==> config.mk <==
export PLATFORM = sky130hd
export DESIGN_NAME = halt_wake_ctrl
export DESIGN_NICKNAME = d
export VERILOG_FILES = /design/src/rtl/hwc_pkg.sv /design/src/rtl/hwc_edge_detect.sv /design/src/rtl/hwc_wake_arbiter.sv /design/src/rtl/hwc_settle_timer.sv /design/src/rtl/halt_wake_ctrl.sv
export SDC_FILE = /design/constraint.sdc
export NUM_CORES = 1
export LEC_CHECK = 0
export ABC_AREA = 1
export BUFFER_PORTS_ARGS = -buffer_cell sky130_fd_sc_hd__buf_2
export CAP_MARGIN = 20
export CORE_MARGIN = 4
export CORE_UTILIZATION = 56
export CTS_CLUSTER_DIAMETER = 200
export DETAILED_ROUTE_END_ITERATION = 8
export PLACE_DENSITY = 0.89
export RECOVER_POWER = 50
export SETUP_SLACK_MARGIN = 0.1
export SLEW_MARGIN = 20
export SYNTH_ARGS = -nofsm -noshare
export SYNTH_HDL_FRONTEND = slang
export SYNTH_HIERARCHICAL = 1
export SYNTH_SLANG_ARGS = --single-unit
==> constraint.sdc <==
create_clock -name clk -period 4.18 [get_ports clk]
set_input_delay 0.627 -clock clk [delete_from_list [all_inputs] [get_ports clk]]
set_output_delay 0.627 -clock clk [all_outputs]
set_load 0.01 [all_outputs]
==> src/rtl/hwc_pkg.sv <==
package hwc_pkg;

  typedef enum logic [1:0] {
    ST_RUN    = 2'd0,
    ST_HALT   = 2'd1,
    ST_SETTLE = 2'd2,
    ST_VEC    = 2'd3
  } hwc_state_e;

  typedef enum logic [2:0] {
    WK_NONE = 3'd0,
    WK_EXT  = 3'd1,
    WK_WDT  = 3'd2,
    WK_IRQ  = 3'd3,
    WK_EDGE = 3'd4
  } wake_src_e;

  typedef enum logic {
    RES_NEXT   = 1'b0,
    RES_VECTOR = 1'b1
  } resume_e;

endpackage

==> src/rtl/hwc_edge_detect.sv <==
module hwc_edge_detect #(
  parameter int PORT_W = 8
) (
  input  logic              clk,
  input  logic              rst,
  input  logic              armed,
  input  logic [PORT_W-1:0] port_in,
  input  logic [PORT_W-1:0] port_wake_en,
  input  logic              rmt_in,
  output logic              edge_wake
);

  logic [PORT_W-1:0] port_prev_q;
  logic [PORT_W-1:0] port_fall;
  logic              rmt_prev_q;
  logic              rmt_change;

  always_ff @(posedge clk) begin
    if (rst) begin
      port_prev_q <= port_in;
      rmt_prev_q  <= rmt_in;
    end else begin
      port_prev_q <= port_in;
      rmt_prev_q  <= rmt_in;
    end
  end

  for (genvar b = 0; b < PORT_W; b++) begin : g_bit
    assign port_fall[b] = port_prev_q[b] & ~port_in[b] & port_wake_en[b];
  end

  assign rmt_change = rmt_prev_q ^ rmt_in;
  assign edge_wake  = armed & ((|port_fall) | rmt_change);

endmodule

==> src/rtl/hwc_wake_arbiter.sv <==
module hwc_wake_arbiter
  import hwc_pkg::*;
#(
  parameter int IRQ_W = 4
) (
  input  logic             clk,
  input  logic             rst,
  input  logic             halted,
  input  logic             ext_reset,
  input  logic             wdt_ovf,
  input  logic [IRQ_W-1:0] irq_req,
  input  logic [IRQ_W-1:0] irq_en,
  input  logic [IRQ_W-1:0] irq_block,
  input  logic             stack_full,
  input  logic             edge_wake,
  output logic             wake,
  output wake_src_e        src,
  output logic             vec
);

  logic [IRQ_W-1:0] irq_fresh;
  logic             irq_take;

  assign irq_fresh = irq_req & ~irq_block;
  assign irq_take  = |(irq_fresh & irq_en);

  always_comb begin
    src = WK_NONE;
    vec = 1'b0;
    if (halted) begin
      if (ext_reset) begin
        src = WK_EXT;
      end else if (wdt_ovf) begin
        src = WK_WDT;
      end else if (|irq_fresh) begin
        src = WK_IRQ;
        vec = irq_take & ~stack_full;
      end else if (edge_wake) begin
        src = WK_EDGE;
      end
    end
  end

  assign wake = (src != WK_NONE);

  AST_VEC_QUAL: assert property (@(posedge clk) disable iff (rst)
    vec |-> (!stack_full && !ext_reset && !wdt_ovf)) else $error("vector wake not qualified");

  AST_WAKE_HALTED: assert property (@(posedge clk) disable iff (rst)
    wake |-> halted) else $error("wake outside halt");

endmodule

==> src/rtl/hwc_settle_timer.sv <==
module hwc_settle_timer #(
  parameter int SETTLE_CYCLES = 1024
) (
  input  logic clk,
  input  logic rst,
  input  logic start,
  output logic busy,
  output logic done
);

  localparam int CNT_W = $clog2(SETTLE_CYCLES + 1);
  localparam logic [CNT_W-1:0] LAST = CNT_W'(SETTLE_CYCLES - 1);

  logic [CNT_W-1:0] cnt_q;
  logic             run_q;

  always_ff @(posedge clk) begin
    if (rst) begin
      cnt_q <= '0;
      run_q <= 1'b0;
    end else if (start) begin
      cnt_q <= '0;
      run_q <= 1'b1;
    end else if (run_q) begin
      if (cnt_q == LAST) begin
        run_q <= 1'b0;
        cnt_q <= '0;
      end else begin
        cnt_q <= cnt_q + 1'b1;
      end
    end
  end

  assign busy = run_q;
  assign done = run_q & (cnt_q == LAST);

  AST_CNT_BOUND: assert property (@(posedge clk) disable iff (rst)
    cnt_q <= LAST) else $error("settle count overflow");

  AST_DONE_ONCE: assert property (@(posedge clk) disable iff (rst)
    (done && !start) |=> !busy) else $error("settle did not stop");

endmodule

==> src/rtl/halt_wake_ctrl.sv <==
module halt_wake_ctrl
  import hwc_pkg::*;
#(
  parameter int PORT_W        = 8,
  parameter int IRQ_W         = 4,
  parameter int SETTLE_CYCLES = 1024
) (
  input  logic              clk,
  input  logic              rst,
  input  logic              halt_strobe,
  input  logic              clrwdt_strobe,
  input  logic              ext_reset,
  input  logic [PORT_W-1:0] port_in,
  input  logic [PORT_W-1:0] port_wake_en,
  input  logic              rmt_in,
  input  logic              wdt_ovf,
  input  logic [IRQ_W-1:0]  irq_req,
  input  logic [IRQ_W-1:0]  irq_en,
  input  logic              stack_full,
  output logic              sys_clk_en,
  output logic              chip_reset,
  output logic              warm_reset,
  output logic              wdt_restart,
  output logic              pdf,
  output logic              to_flag,
  output logic              resume_mode,
  output logic              resume_strobe
);

  hwc_state_e       st_q;
  logic             clk_en_q;
  logic             pdf_q;
  logic             to_q;
  logic             chip_q;
  logic             warm_q;
  logic             wdtr_q;
  resume_e          mode_q;
  logic             strobe_q;
  logic [IRQ_W-1:0] irq_block_q;

  logic             halted;
  logic             edge_wake;
  logic             wake;
  wake_src_e        wake_src;
  logic             wake_vec;
  logic             tmr_busy;
  logic             tmr_done;

  assign halted = (st_q == ST_HALT);

  hwc_edge_detect #(
    .PORT_W (PORT_W)
  ) u_edge (
    .clk          (clk),
    .rst          (rst),
    .armed        (halted),
    .port_in      (port_in),
    .port_wake_en (port_wake_en),
    .rmt_in       (rmt_in),
    .edge_wake    (edge_wake)
  );

  hwc_wake_arbiter #(
    .IRQ_W (IRQ_W)
  ) u_arb (
    .clk        (clk),
    .rst        (rst),
    .halted     (halted),
    .ext_reset  (ext_reset),
    .wdt_ovf    (wdt_ovf),
    .irq_req    (irq_req),
    .irq_en     (irq_en),
    .irq_block  (irq_block_q),
    .stack_full (stack_full),
    .edge_wake  (edge_wake),
    .wake       (wake),
    .src        (wake_src),
    .vec        (wake_vec)
  );

  hwc_settle_timer #(
    .SETTLE_CYCLES (SETTLE_CYCLES)
  ) u_settle (
    .clk   (clk),
    .rst   (rst),
    .start (wake),
    .busy  (tmr_busy),
    .done  (tmr_done)
  );

  always_ff @(posedge clk) begin
    if (rst) begin
      st_q        <= ST_RUN;
      clk_en_q    <= 1'b1;
      pdf_q       <= 1'b0;
      to_q        <= 1'b0;
      chip_q      <= 1'b0;
      warm_q      <= 1'b0;
      wdtr_q      <= 1'b0;
      mode_q      <= RES_NEXT;
      strobe_q    <= 1'b0;
      irq_block_q <= '0;
    end else begin
      chip_q   <= 1'b0;
      warm_q   <= 1'b0;
      wdtr_q   <= 1'b0;
      strobe_q <= 1'b0;
      unique case (st_q)
        ST_RUN: begin
          if (ext_reset) begin
            chip_q <= 1'b1;
          end else if (halt_strobe) begin
            st_q        <= ST_HALT;
            clk_en_q    <= 1'b0;
            pdf_q       <= 1'b1;
            to_q        <= 1'b0;
            wdtr_q      <= 1'b1;
            irq_block_q <= irq_req;
          end else if (clrwdt_strobe) begin
            pdf_q <= 1'b0;
          end
        end
        ST_HALT: begin
          if (wake) begin
            st_q     <= ST_SETTLE;
            clk_en_q <= 1'b1;
            mode_q   <= wake_vec ? RES_VECTOR : RES_NEXT;
            if (wake_src == WK_EXT) begin
              chip_q <= 1'b1;
            end else if (wake_src == WK_WDT) begin
              warm_q <= 1'b1;
              to_q   <= 1'b1;
            end
          end
        end
        ST_SETTLE: begin
          if (ext_reset) chip_q <= 1'b1;
          if (tmr_done) begin
            if (mode_q == RES_VECTOR) begin
              st_q <= ST_VEC;
            end else begin
              st_q     <= ST_RUN;
              strobe_q <= 1'b1;
            end
          end
        end
        ST_VEC: begin
          if (ext_reset) chip_q <= 1'b1;
          st_q     <= ST_RUN;
          strobe_q <= 1'b1;
        end
        default: st_q <= ST_RUN;
      endcase
    end
  end

  assign sys_clk_en    = clk_en_q;
  assign chip_reset    = chip_q;
  assign warm_reset    = warm_q;
  assign wdt_restart   = wdtr_q;
  assign pdf           = pdf_q;
  assign to_flag       = to_q;
  assign resume_mode   = mode_q;
  assign resume_strobe = strobe_q;

  AST_POR_STATE: assert property (@(posedge clk)
    rst |=> (sys_clk_en && !pdf && !to_flag && !resume_strobe && !chip_reset && !warm_reset))
    else $error("reset state wrong");

  AST_HALT_ENTRY: assert property (@(posedge clk) disable iff (rst)
    (st_q == ST_RUN && halt_strobe && !ext_reset) |=> (!sys_clk_en && pdf && !to_flag && wdt_restart))
    else $error("halt entry wrong");

  AST_WARM_SETS_TO: assert property (@(posedge clk) disable iff (rst)
    warm_reset |-> (to_flag && pdf)) else $error("warm reset without time-out");

  AST_RESET_EXCL: assert property (@(posedge clk) disable iff (rst)
    !(chip_reset && warm_reset)) else $error("both resets");

  AST_STROBE_PULSE: assert property (@(posedge clk) disable iff (rst)
    resume_strobe |=> !resume_strobe) else $error("strobe too long");

  AST_MODE_STABLE: assert property (@(posedge clk) disable iff (rst)
    (st_q == ST_SETTLE || st_q == ST_VEC) |=> $stable(resume_mode)) else $error("mode moved");

  AST_CLK_DURING_SETTLE: assert property (@(posedge clk) disable iff (rst)
    tmr_busy |-> sys_clk_en) else $error("clock off in settle");

  AST_CLRWDT_PDF: assert property (@(posedge clk) disable iff (rst)
    (st_q == ST_RUN && clrwdt_strobe && !halt_strobe && !ext_reset) |=> (!pdf && $stable(to_flag)))
    else $error("clear-watchdog flag handling");

endmodule

Yosys cells after proc, flatten, opt, wreduce, memory -nomap -nowiden. Cells that the tools add are included.

Word-level logic and storage cells: 120. Bits in registers: 35. Bits in latches: 0. Input port bits: 32. Output and inout bits: 8. Memories kept: 0. ROM bits: 0. Bits in writable memories: 0.

$add $sub $neg: 1. Reductions and logical operators: 17. Equal/unequal tests: 12. Multipliers: 0. Shift-type cells: 0. Bitwise gates (word level): 37. Div/mod/pow operators: 0. Multiplexer cells: 39. Order comparisons: 0.

Operator list (number): 1-bit two-way mux (23); 1-bit AND (19); 3-bit two-way mux (5); 1-bit NOT (13); 4-bit OR reduction (3); 11-bit by 1-bit adder with 11-bit output (second input constant) (1); 11-bit by 10-bit equality test with 1-bit output (second input constant) (1); 11-bit two-way mux (1); 2-bit two-way mux (5); 2-bit inequality test (second input constant) (5); 4-bit AND (2); 1-bit one-hot mux with 2 select lines (4); 2-bit one-hot mux with 4 select lines (1); 4-bit AND reduction (2); 8-bit OR reduction (1); 3-bit AND reduction (2); 6-bit AND reduction (1); 3-bit OR reduction (2); 2-bit equality test (second input constant) (2); 4-bit NOT (1); 2-bit nonzero test (2); 3-bit by 1-bit equality test with 1-bit output (second input constant) (1); 3-bit by 2-bit equality test with 1-bit output (second input constant) (1); 3-bit nonzero test (1); 7 further kinds (7).

Logic depth before layout (Yosys ltp). Gate-level depths: netlist (run 1).

Word-level depth: 16. Gate-level depth with buffers: 14. Gate-level depth less buffers: 14.

Cells and area by module. The synthesis (run 1) kept the hierarchy.

Modules (own cells, without submodules): hwc_settle_timer (instances 1, cells an instance 85, area an instance 593.1 µm², sequential area each 240.2 µm²); halt_wake_ctrl (instances 1, cells an instance 74, area an instance 570.5 µm², sequential area each 280.3 µm²); hwc_edge_detect (instances 1, cells an instance 34, area an instance 311.5 µm², sequential area each 180.2 µm²); hwc_wake_arbiter (instances 1, cells an instance 33, area an instance 155.1 µm², sequential area each 0.0 µm²).

Worst setup path after synthesis (run 1). OpenSTA, ideal clock, no wires.

Kind: in2reg. Start: input port_in[1]. End: register u_settle.cnt_q[4]. Stages: 9. Setup time: 86 ps. Slack: 2373 ps. Arrival: 1722 ps. Required time: 4094 ps. Buffers on the path: 0. Cell sequence: nand3b_1 -> nand2_2 -> nor2_1 -> a21oi_1 -> o21bai_2 -> nand2_1 -> nor2_1 -> inv_1 -> a211oi_1.

Cells in the longest elaborated chain, start to end: 13.

Ends and longest elaborated chain: start, declared (line halt_wake_ctrl.sv:13) `input logic [PORT_W-1:0] port_in,`; 1-bit NOT (line hwc_edge_detect.sv:29) `assign port_fall[b] = port_prev_q[b] & ~port_in[b] & port_wake_en[b];`; 1-bit AND (2 in a row) (line hwc_edge_detect.sv:29); 8-bit OR reduction (line hwc_edge_detect.sv:33) `assign edge_wake = armed & ((|port_fall) | rmt_change);`; 1-bit OR (line hwc_edge_detect.sv:33); 1-bit AND (line hwc_edge_detect.sv:33); named net edge_wake (line halt_wake_ctrl.sv:42) `logic edge_wake;`; 3-bit two-way mux (line hwc_wake_arbiter.sv:38) `end else if (edge_wake) begin`; 3-bit two-way mux (line hwc_wake_arbiter.sv:35) `end else if (|irq_fresh) begin`; 3-bit two-way mux (line hwc_wake_arbiter.sv:33) `end else if (wdt_ovf) begin`; 3-bit two-way mux (line hwc_wake_arbiter.sv:31) `if (ext_reset) begin`; 3-bit two-way mux (line hwc_wake_arbiter.sv:30) `if (halted) begin`; 3-bit nonzero test (line hwc_wake_arbiter.sv:44) `assign wake = (src != WK_NONE);`; named net wake (line halt_wake_ctrl.sv:43) `logic wake;`; 2-bit OR reduction (no line); end signal, assigned (line hwc_settle_timer.sv:29) `cnt_q <= cnt_q + 1'b1;`; end, declared (line hwc_settle_timer.sv:14) `logic [CNT_W-1:0] cnt_q;`.

The timed path passes the listed nets, and every way through them passes these cells. A chain may end at the register's enable or synchronous reset.

Final worst setup path (run 1).
Start: register st_q[1]. End: register u_settle.cnt_q[4].

Cells in the longest elaborated chain, start to end: 9.

Ends and longest elaborated chain: start, declared (line halt_wake_ctrl.sv:30) `hwc_state_e st_q;`; start signal, assigned (line halt_wake_ctrl.sv:93) `st_q <= ST_RUN;`; start signal, assigned (line halt_wake_ctrl.sv:113) `st_q <= ST_HALT;`; start signal, assigned (line halt_wake_ctrl.sv:125) `st_q <= ST_SETTLE;`; 2-bit by 1-bit equality test with 1-bit output * (line halt_wake_ctrl.sv:49) `assign halted = (st_q == ST_HALT);`; named net halted (line halt_wake_ctrl.sv:41) `logic halted;`; 1-bit AND (line hwc_edge_detect.sv:33); 3-bit two-way mux (line hwc_wake_arbiter.sv:38); 3-bit two-way mux (line hwc_wake_arbiter.sv:35); 3-bit two-way mux (line hwc_wake_arbiter.sv:33); 3-bit two-way mux (line hwc_wake_arbiter.sv:31); 3-bit two-way mux * (line hwc_wake_arbiter.sv:30); 3-bit nonzero test * (line hwc_wake_arbiter.sv:44); named net wake (line halt_wake_ctrl.sv:43); 2-bit OR reduction (no line) *.

The timed path passes the listed nets; every way through them passes the cells marked *.

==> impl_results.rst, run 1 <==
.. list-table::
   :header-rows: 1

   * - Metric
     - Value
   * - Proportion of layout cells with a drive suffix above 1
     - 19.4%
   * - WS Path Type
     - register to register
   * - Post-route cell area
     - 1910 µm²
   * - Setup Buffers After CTS
     - 0
   * - Later-pin clock latency in the skew report
     - 0.35 ns
   * - Final period utilization
     - 45.4%
   * - Total congestion overflow
     - 0
   * - Antenna violations before repair
     - 0
   * - Inst Count DP
     - 296
   * - Clock tree from TritonCTS
     - built
   * - Aggregate routed wire length
     - 3330 µm
   * - Slew HR
     - 76.6%
   * - Crit-path max cell delay
     - 0.44 ns
   * - Worst r2r path cells
     - 11
   * - Master of the slowest instance on the critical path
     - dfxtp_1
   * - Netlist Area Pre-Place
     - 1630 µm²
   * - Register-to-register path setup slack
     - 2.28 ns
   * - Remaining DRCs
     - 0
   * - Highest Clock Rate
     - 528 MHz
   * - Sequential share of power
     - 46.7%
   * - Synthesized net count
     - 259
   * - Power dissipated by switching net loads
     - 278 µW
   * - Drt first-iter violations
     - 93
   * - Startpoint of the most critical hold path
     - port_in[6]
   * - Post-DP HPWL
     - 2610 µm
   * - Via/cell ratio
     - 4.99
   * - Net switching fraction of the power
     - 33.0%
   * - Gp weighted congestion
     - 0.814
   * - Initial core utilization
     - 59.1%
   * - Seq/Total Area, Yosys
     - 43.0%
   * - Number of global-route vias before repair
     - 1,355
   * - Period minus WS final
     - 1.90 ns
   * - Most prevalent standard cell on the critical path
     - inv_1
   * - Post-Place Cell Area
     - 1860 µm²
   * - Clock network fraction of total power
     - 29.5%
   * - R2R Path Start
     - st_q[1]
   * - Seq cells post-synth
     - 35
   * - Detailed-routing iteration count for the pre-antenna-repair pass
     - 4
   * - RSZ-0062 raised after global routing
     - false
   * - End of the worst register-to-register path
     - u_settle/cnt_q[4]
   * - Number of gates given a new drive strength after cts
     - 0
   * - Worst Slack Setup Final
     - 2.28 ns
   * - Data required time of the worst path
     - 4.45 ns
   * - Core region area
     - 2760 µm²
   * - Internal power
     - 564 µW
   * - IO Count
     - 40
   * - Most common library cell in the layout ignoring fill and taps
     - nand2_1
   * - Global-route wire length before repair
     - 5410 µm
   * - Hold-fix buffers at CTS
     - 0
   * - Layout Area Growth over Synthesis
     - 17.3%
   * - Yosys Warn Count
     - 6
   * - Top library cells by usage in the layout, fill and taps aside
     - 51 x nand2_1, 37 x inv_1, 35 x dfxtp_1
   * - Maximum resistive drop on vdd
     - 0.000370 V
   * - Measured slew at the worst slew-check pin
     - 0.348 ns
   * - Buffers from clock root to sink, at most
     - 2
   * - Maximum number of pins on one net before global-route repair
     - 13
   * - Final number of hold-violating endpoints
     - 0
   * - Buffer type at the clock tree root
     - clkbuf_4
   * - Die extent in y
     - 62.0 µm
   * - Worst Hold Path Cells
     - 1
   * - WL/cell
     - 11.0 µm
   * - Status
     - complete, no violations
   * - Total power density per cell area
     - 440 nW/µm²
   * - Sinks on the clock net
     - 35
   * - Max Cap Violations
     - 0
   * - Number of levels in the clock H-tree
     - 2
   * - Floorplan row count
     - 19
   * - Relative contribution of combinational cells to total power
     - 23.9%
   * - Arrival time at the worst endpoint
     - 2.17 ns
   * - Number of buffers created by CTS
     - 5
   * - Die Span X
     - 62.0 µm
   * - Post-Syn Instances
     - 226
   * - Clk slew on worst S/H paths
     - 0.11 ns
   * - Post-layout nets
     - 305
   * - CP Capture Type
     - register
   * - Non-Filler Instances
     - 304
   * - Number of distinct standard cells referenced by the synthesized netlist
     - 30
   * - Number of nets with antenna violations after routing
     - 0
   * - Hold Path Sink
     - u_edge/port_prev_q[6]
   * - Worst hold path type
     - input port to register
   * - Fillcell total
     - 240
   * - Startpoint class of the critical path
     - register
   * - Total leakage power
     - 0.000909 µW
   * - GRT Resource Usage Total
     - 19.3%
   * - Critical Path, Cell by Cell
     - inv_1 > nand2_2 > inv_1 > inv_1 > nor2_2 > inv_1 > o21bai_2 > nand2_1 > nor2_1 > inv_1 > a211oi_1
   * - Overall via count from detail_route
     - 1,518
   * - Worst clock skew
     - 0.00516 ns
   * - Final Max Slew Viols
     - 0
   * - Antenna Diode Count
     - 0
   * - Mapped Avg Cell Area
     - 7.21 µm²
   * - Final setup TNS
     - 0 ns
   * - Die outline area
     - 3840 µm²
   * - Minimum setup slack after placement
     - 2.06 ns
   * - Maximum fanout along the worst path
     - 6
   * - Number of I/O port buffers
     - 39
   * - Setup-violating endpoint count in the final report
     - 0
[area by class of cell]
class                   instances  area (µm²)  share of cell area [%]
inverters                      39         146                    7.65
well taps                      31        38.8                    2.03
multi-input cells             152         761                    39.8
flip-flops and latches         35         701                    36.6
clock inverters                 3        43.8                    2.29
repair buffers                 39         185                    9.68
clock buffers                   5        37.5                    1.96
[worst max-delay path by stage]
stage          startpoint                 to
2_1_floorplan  port_in[1]  u_settle/cnt_q[4]
3_3_place_gp       rmt_in  u_settle/cnt_q[4]
3_5_place_dp   port_in[1]  u_settle/cnt_q[4]
4_1_cts           st_q[1]  u_settle/cnt_q[4]
5_1_grt           st_q[1]  u_settle/cnt_q[2]
6_report          st_q[1]  u_settle/cnt_q[4]
[stage by stage]
step                util [%]  power, µW  hold slack [ns]
floorplan                  -        552            0.433
global placement        67.6        605            0.438
detailed placement      67.6        610            0.438
CTS                     70.6        858            0.375
global route            69.4        897            0.364
finish                  69.4        842            0.383
[worst max-delay path: cells and delay by family (launching register included)]
family,cells,cell delay [ns]
AO/OA/AOI/OAI,2,0.33
buffers and inverters,5,0.49
AND/OR/NAND/NOR,4,0.56
flip-flops,1,0.44
[sequential cells by signal (all words and copies together), names as in the netlist]
name                count
warm_reset              1
pdf                     1
u_settle/busy           1
sys_clk_en              1
wdt_restart             1
chip_reset              1
u_edge/port_prev_q      8
u_edge/rmt_prev_q       1
resume_mode             1
st_q                    2
irq_block_q             4
resume_strobe           1
to_flag                 1
u_settle/cnt_q         11
[synth_stat cells]
library cell / instances / share of area, %
nand3b_1: 3 / 1.4
nor2_1: 24 / 5.5
nor2_4: 3 / 2.1
nand2_2: 5 / 1.9
nand2_1: 51 / 12
clkinv_1: 1 / 0.23
nor2_2: 2 / 0.77
nand3_1: 29 / 8.9
o21ai_2: 1 / 0.54
o21ai_1: 2 / 0.61
o21bai_2: 1 / 0.69
or2_0: 1 / 0.38
inv_1: 37 / 8.5
nor4_1: 1 / 0.38
xor2_1: 2 / 1.1
nand3b_4: 1 / 1.2
a22oi_1: 1 / 0.46
nand3_4: 1 / 1.1
nor3b_2: 1 / 0.77
nor3_2: 1 / 0.61
o21bai_1: 2 / 0.92
nand4_1: 2 / 0.77
inv_2: 1 / 0.23
o21ai_0: 1 / 0.31
a31oi_1: 1 / 0.38
a211oi_1: 1 / 0.46
ha_1: 1 / 0.77
dfxtp_1: 35 / 43
nor3_1: 3 / 0.92
a21oi_1: 11 / 3.4
[power groups by stage]
stage / Clock, µW / Combinational [µW] / Sequential [µW]
2_1_floorplan: 0 / 151 / 401
3_3_place_gp: 0 / 206 / 399
3_5_place_dp: 0 / 210 / 400
4_1_cts: 254 / 211 / 393
5_1_grt: 270 / 230 / 397
6_report: 248 / 201 / 393
[metal layers]
layer | global-route usage (%) | vias up | share of wire [%]
met3 | 6.20 | 8 | 7.1
li1 | - | 810 | -
met1 | 22.5 | 659 | 44
met2 | 32.2 | 41 | 47
met4 | 8.18 | 0 | 2.0
met5 | 0 | - | 0
[logic make-up after synthesis]
kind of cell,synth area share [%]
simple gates,38.4
flops,43.0
fa+ha+maj,0.767
compound gates,7.75
xor+xnor,1.07
buf+inv,8.98
No activity file was read; power rests on OpenSTA's default activity.
==> inputs of run 2 (changes only) <==
Settings changed: CORE_UTILIZATION 56 to 47, PLACE_DENSITY 0.89 to 0.8.
Clock period 4.18 ns to 1.7 ns, I/O delays scaled along.
==> run 2 against run 1 <==
Compared with the run above: combinational power grew to 3.7 times the previous value; clock power up 110%; flip-flop and latch count unchanged; setup slack got worse by 2.1 ns; first-iteration DRC count shrank 24%; critical path depth up 1; via count up 4.7%; sequential share of layout area down 3.1 points; largest cell class unchanged.
==> impl_results.rst, run 2 (same netlist as run 1, synthesis figures left out) <==
.. list-table::
   :header-rows: 1

   * - Metric
     - Value
   * - Post-DP HPWL
     - 2700 µm (+3.5%)
   * - Top library cells by usage in the layout, fill and taps aside
     - 46 x nand2_1, 33 x inv_1, 28 x dfxtp_1, 28 x buf_2, 27 x nand3_1
   * - Power dissipated by switching net loads
     - 763 µW (+170%)
   * - Total congestion overflow
     - 0 (unchanged)
   * - Max Cap Violations
     - 0 (unchanged)
   * - Clock tree from TritonCTS
     - built
   * - Highest Clock Rate
     - 652 MHz (+24%)
   * - Top reg by flops
     - u_settle/cnt_q
   * - PnR Total Power
     - 2210 µW (+160%)
   * - Initial core utilization
     - 48.9% (-10 points)
   * - Proportion of layout cells with a drive suffix above 1
     - 32.5% (+13 points)
   * - Slew HR
     - 75.7% (-0.87 points)
   * - CP Capture Type
     - register
   * - Post-route cell area
     - 2120 µm² (+11%)
   * - Antenna Diode Count
     - 0 (unchanged)
   * - Sequential share of power
     - 43.4% (-3.3 points)
   * - Arrival time at the worst endpoint
     - 1.81 ns (-0.36 ns)
   * - Status
     - complete, no violations
   * - Overall via count from detail_route
     - 1,589 (+4.7%)
   * - Die Span X
     - 66.9 µm (+8.0%)
   * - Maximum number of pins on one net before global-route repair
     - 11 (-2)
   * - Most prevalent standard cell on the critical path
     - inv_2
   * - Number of levels in the clock H-tree
     - 2 (unchanged)
   * - Relative contribution of combinational cells to total power
     - 33.3% (+9.4 points)
   * - Global-route wire length before repair
     - 5820 µm (+7.7%)
   * - Registers with the most flip-flops
     - u_settle/cnt_q: 11 flops, u_edge/port_prev_q: 8 flops, irq_block_q: 4 flops
   * - Later-pin clock latency in the skew report
     - 0.34 ns (about the same)
   * - Max reg flops
     - 11 (unchanged)
   * - Final Max Slew Viols
     - 0 (unchanged)
   * - Via/cell ratio
     - 4.79 (-4.2%)
   * - Final standard cell utilization of the core
     - 63.5% (-5.9 points)
   * - Total power density per cell area
     - 1050 nW/µm² (+140%)
   * - IO Count
     - 40 (unchanged)
   * - Measured slew at the worst slew-check pin
     - 0.363 ns (+0.0152 ns)
   * - Number of nets with antenna violations after routing
     - 0 (unchanged)
   * - Post-layout nets
     - 318 (+4.3%)
   * - Gp weighted congestion
     - 0.817 (+0.41%)
   * - GRT Resource Usage Total
     - 17.2% (-2.1 points)
   * - Die extent in y
     - 66.9 µm (+8.0%)
   * - Core region area
     - 3340 µm² (+21%)
   * - WS Path Type
     - register to register
   * - Buffer type at the clock tree root
     - clkbuf_4
   * - Number of I/O port buffers
     - 39 (unchanged)
   * - RSZ-0062 raised after global routing
     - true
   * - Detailed-routing iteration count for the pre-antenna-repair pass
     - 4 (unchanged)
   * - Number of global-route vias before repair
     - 1,449 (+6.9%)
   * - Floorplan row count
     - 21 (+2)
   * - Period minus WS final
     - 1.53 ns (-0.361 ns)
   * - Total leakage power
     - 0.000964 µW (+6.0%)
   * - Setup-violating endpoint count in the final report
     - 0 (unchanged)
   * - Number of buffers created by CTS
     - 5 (unchanged)
   * - Net switching fraction of the power
     - 34.4% (+1.5 points)
   * - Clock network fraction of total power
     - 23.3% (-6.2 points)
   * - Clk slew on worst S/H paths
     - 0.10 ns (about the same)
   * - Crit-path max cell delay
     - 0.34 ns (-0.10 ns)
   * - WL/cell
     - 11.0 µm (+0.14%)
   * - Antenna violations before repair
     - 0 (unchanged)
   * - Worst Slack Setup Final
     - 0.165 ns (-2.12 ns)
   * - Remaining DRCs
     - 0 (unchanged)
   * - Post-Place Cell Area
     - 1910 µm² (+2.3%)
   * - Worst hold path type
     - input port to register
   * - Final setup TNS
     - 0 ns (unchanged)
   * - Die outline area
     - 4470 µm² (+17%)
   * - Final number of hold-violating endpoints
     - 0 (unchanged)
   * - Internal power
     - 1450 µW (+160%)
   * - Startpoint class of the critical path
     - register
   * - Final period utilization
     - 90.3% (+45 points)
   * - Worst r2r path cells
     - 12 (+1)
   * - Buffers from clock root to sink, at most
     - 2 (unchanged)
   * - Minimum setup slack after placement
     - -0.0457 ns (-2.11 ns)
   * - Master of the slowest instance on the critical path
     - dfxtp_2
   * - Most common library cell in the layout ignoring fill and taps
     - nand2_1
   * - Sinks on the clock net
     - 35 (unchanged)
   * - Critical Path, Cell by Cell
     - inv_2 > nand2_2 > inv_2 > inv_1 > nor2_2 > inv_1 > o21bai_4 > nand2_4 > inv_2 > a21oi_2 > nand3_1 > a21oi_2
   * - Maximum resistive drop on vdd
     - 0.000660 V (+78%)
   * - Worst clock skew
     - 0.00847 ns (+0.00332 ns)
   * - Aggregate routed wire length
     - 3650 µm (+9.4%)
   * - Worst Hold Path Cells
     - 1 (unchanged)
   * - Drt first-iter violations
     - 71 (-24%)
   * - Data required time of the worst path
     - 1.98 ns (-2.47 ns)
   * - Maximum fanout along the worst path
     - 4 (-2)
   * - Layout Area Growth over Synthesis
     - 29.9%
## run 2: cell count changes in the layout (fill, tap and decap cells not counted), sizes merged
cell    change
clkbuf      +7
buf         +9
bufinv      -1
clkinv      -2
## run 2: power groups by stage
stage	logic, µW	clock network [µW]	registers, µW
after floorplan	375	0	986
after global placement	571	0	965
final	737	516	961
after detailed placement	587	0	969
after CTS	597	529	950
after global routing	814	568	970
## run 2: what timing repair did
item,CTS,global route
pin swaps,0,10
hold buffers,0,0
resized for setup,2,31
buffers inserted,0,10
endpoints found under the setup margin,8,18
## run 2: routing by layer
layer  share of wire [%]  track usage (%)  routed length [µm]  up-vias
met1                  43             20.4                1560      694
met2                  49             28.1                1790       50
met3                 5.3             4.22                 194       10
met4                 2.7             9.37                  98        0
met5                   0                0                   0        -
li1                    -                -                   -      835
## run 2: final timing paths
path                       from               endpoint  slack (ns)
max                     st_q[1]                to_flag        0.17
min                  port_in[6]  u_edge/port_prev_q[6]        0.02
max reg2reg             st_q[1]                to_flag        0.17
min reg2reg  u_settle/cnt_q[10]     u_settle/cnt_q[10]        0.46
## run 2: area by class of cell
cell class / instances / area [µm²]
Clock buffer: 8 / 68.8
Fill cell: 320 / 1220
Timing Repair Buffer: 52 / 277
Sequential cell: 35 / 709
Inverter: 39 / 146
Tap cell: 46 / 57.6
Multi-Input combinational cell: 152 / 860
## run 2: stage by stage
step,hold WS (ns),std cells
2_1_floorplan,0.283,226
3_3_place_gp,0.367,314
3_5_place_dp,0.371,314
4_1_cts,0.0115,322
5_1_grt,0.00374,332
6_report,0.0205,332
## run 2: worst max-delay path: cells and delay by family (launching register included)
kind / cells / cell delay, ns
AOI/OAI and AO/OA: 3 / 0.44
and+or+nand+nor: 4 / 0.37
DFF: 1 / 0.34
buffers and inverters: 5 / 0.32
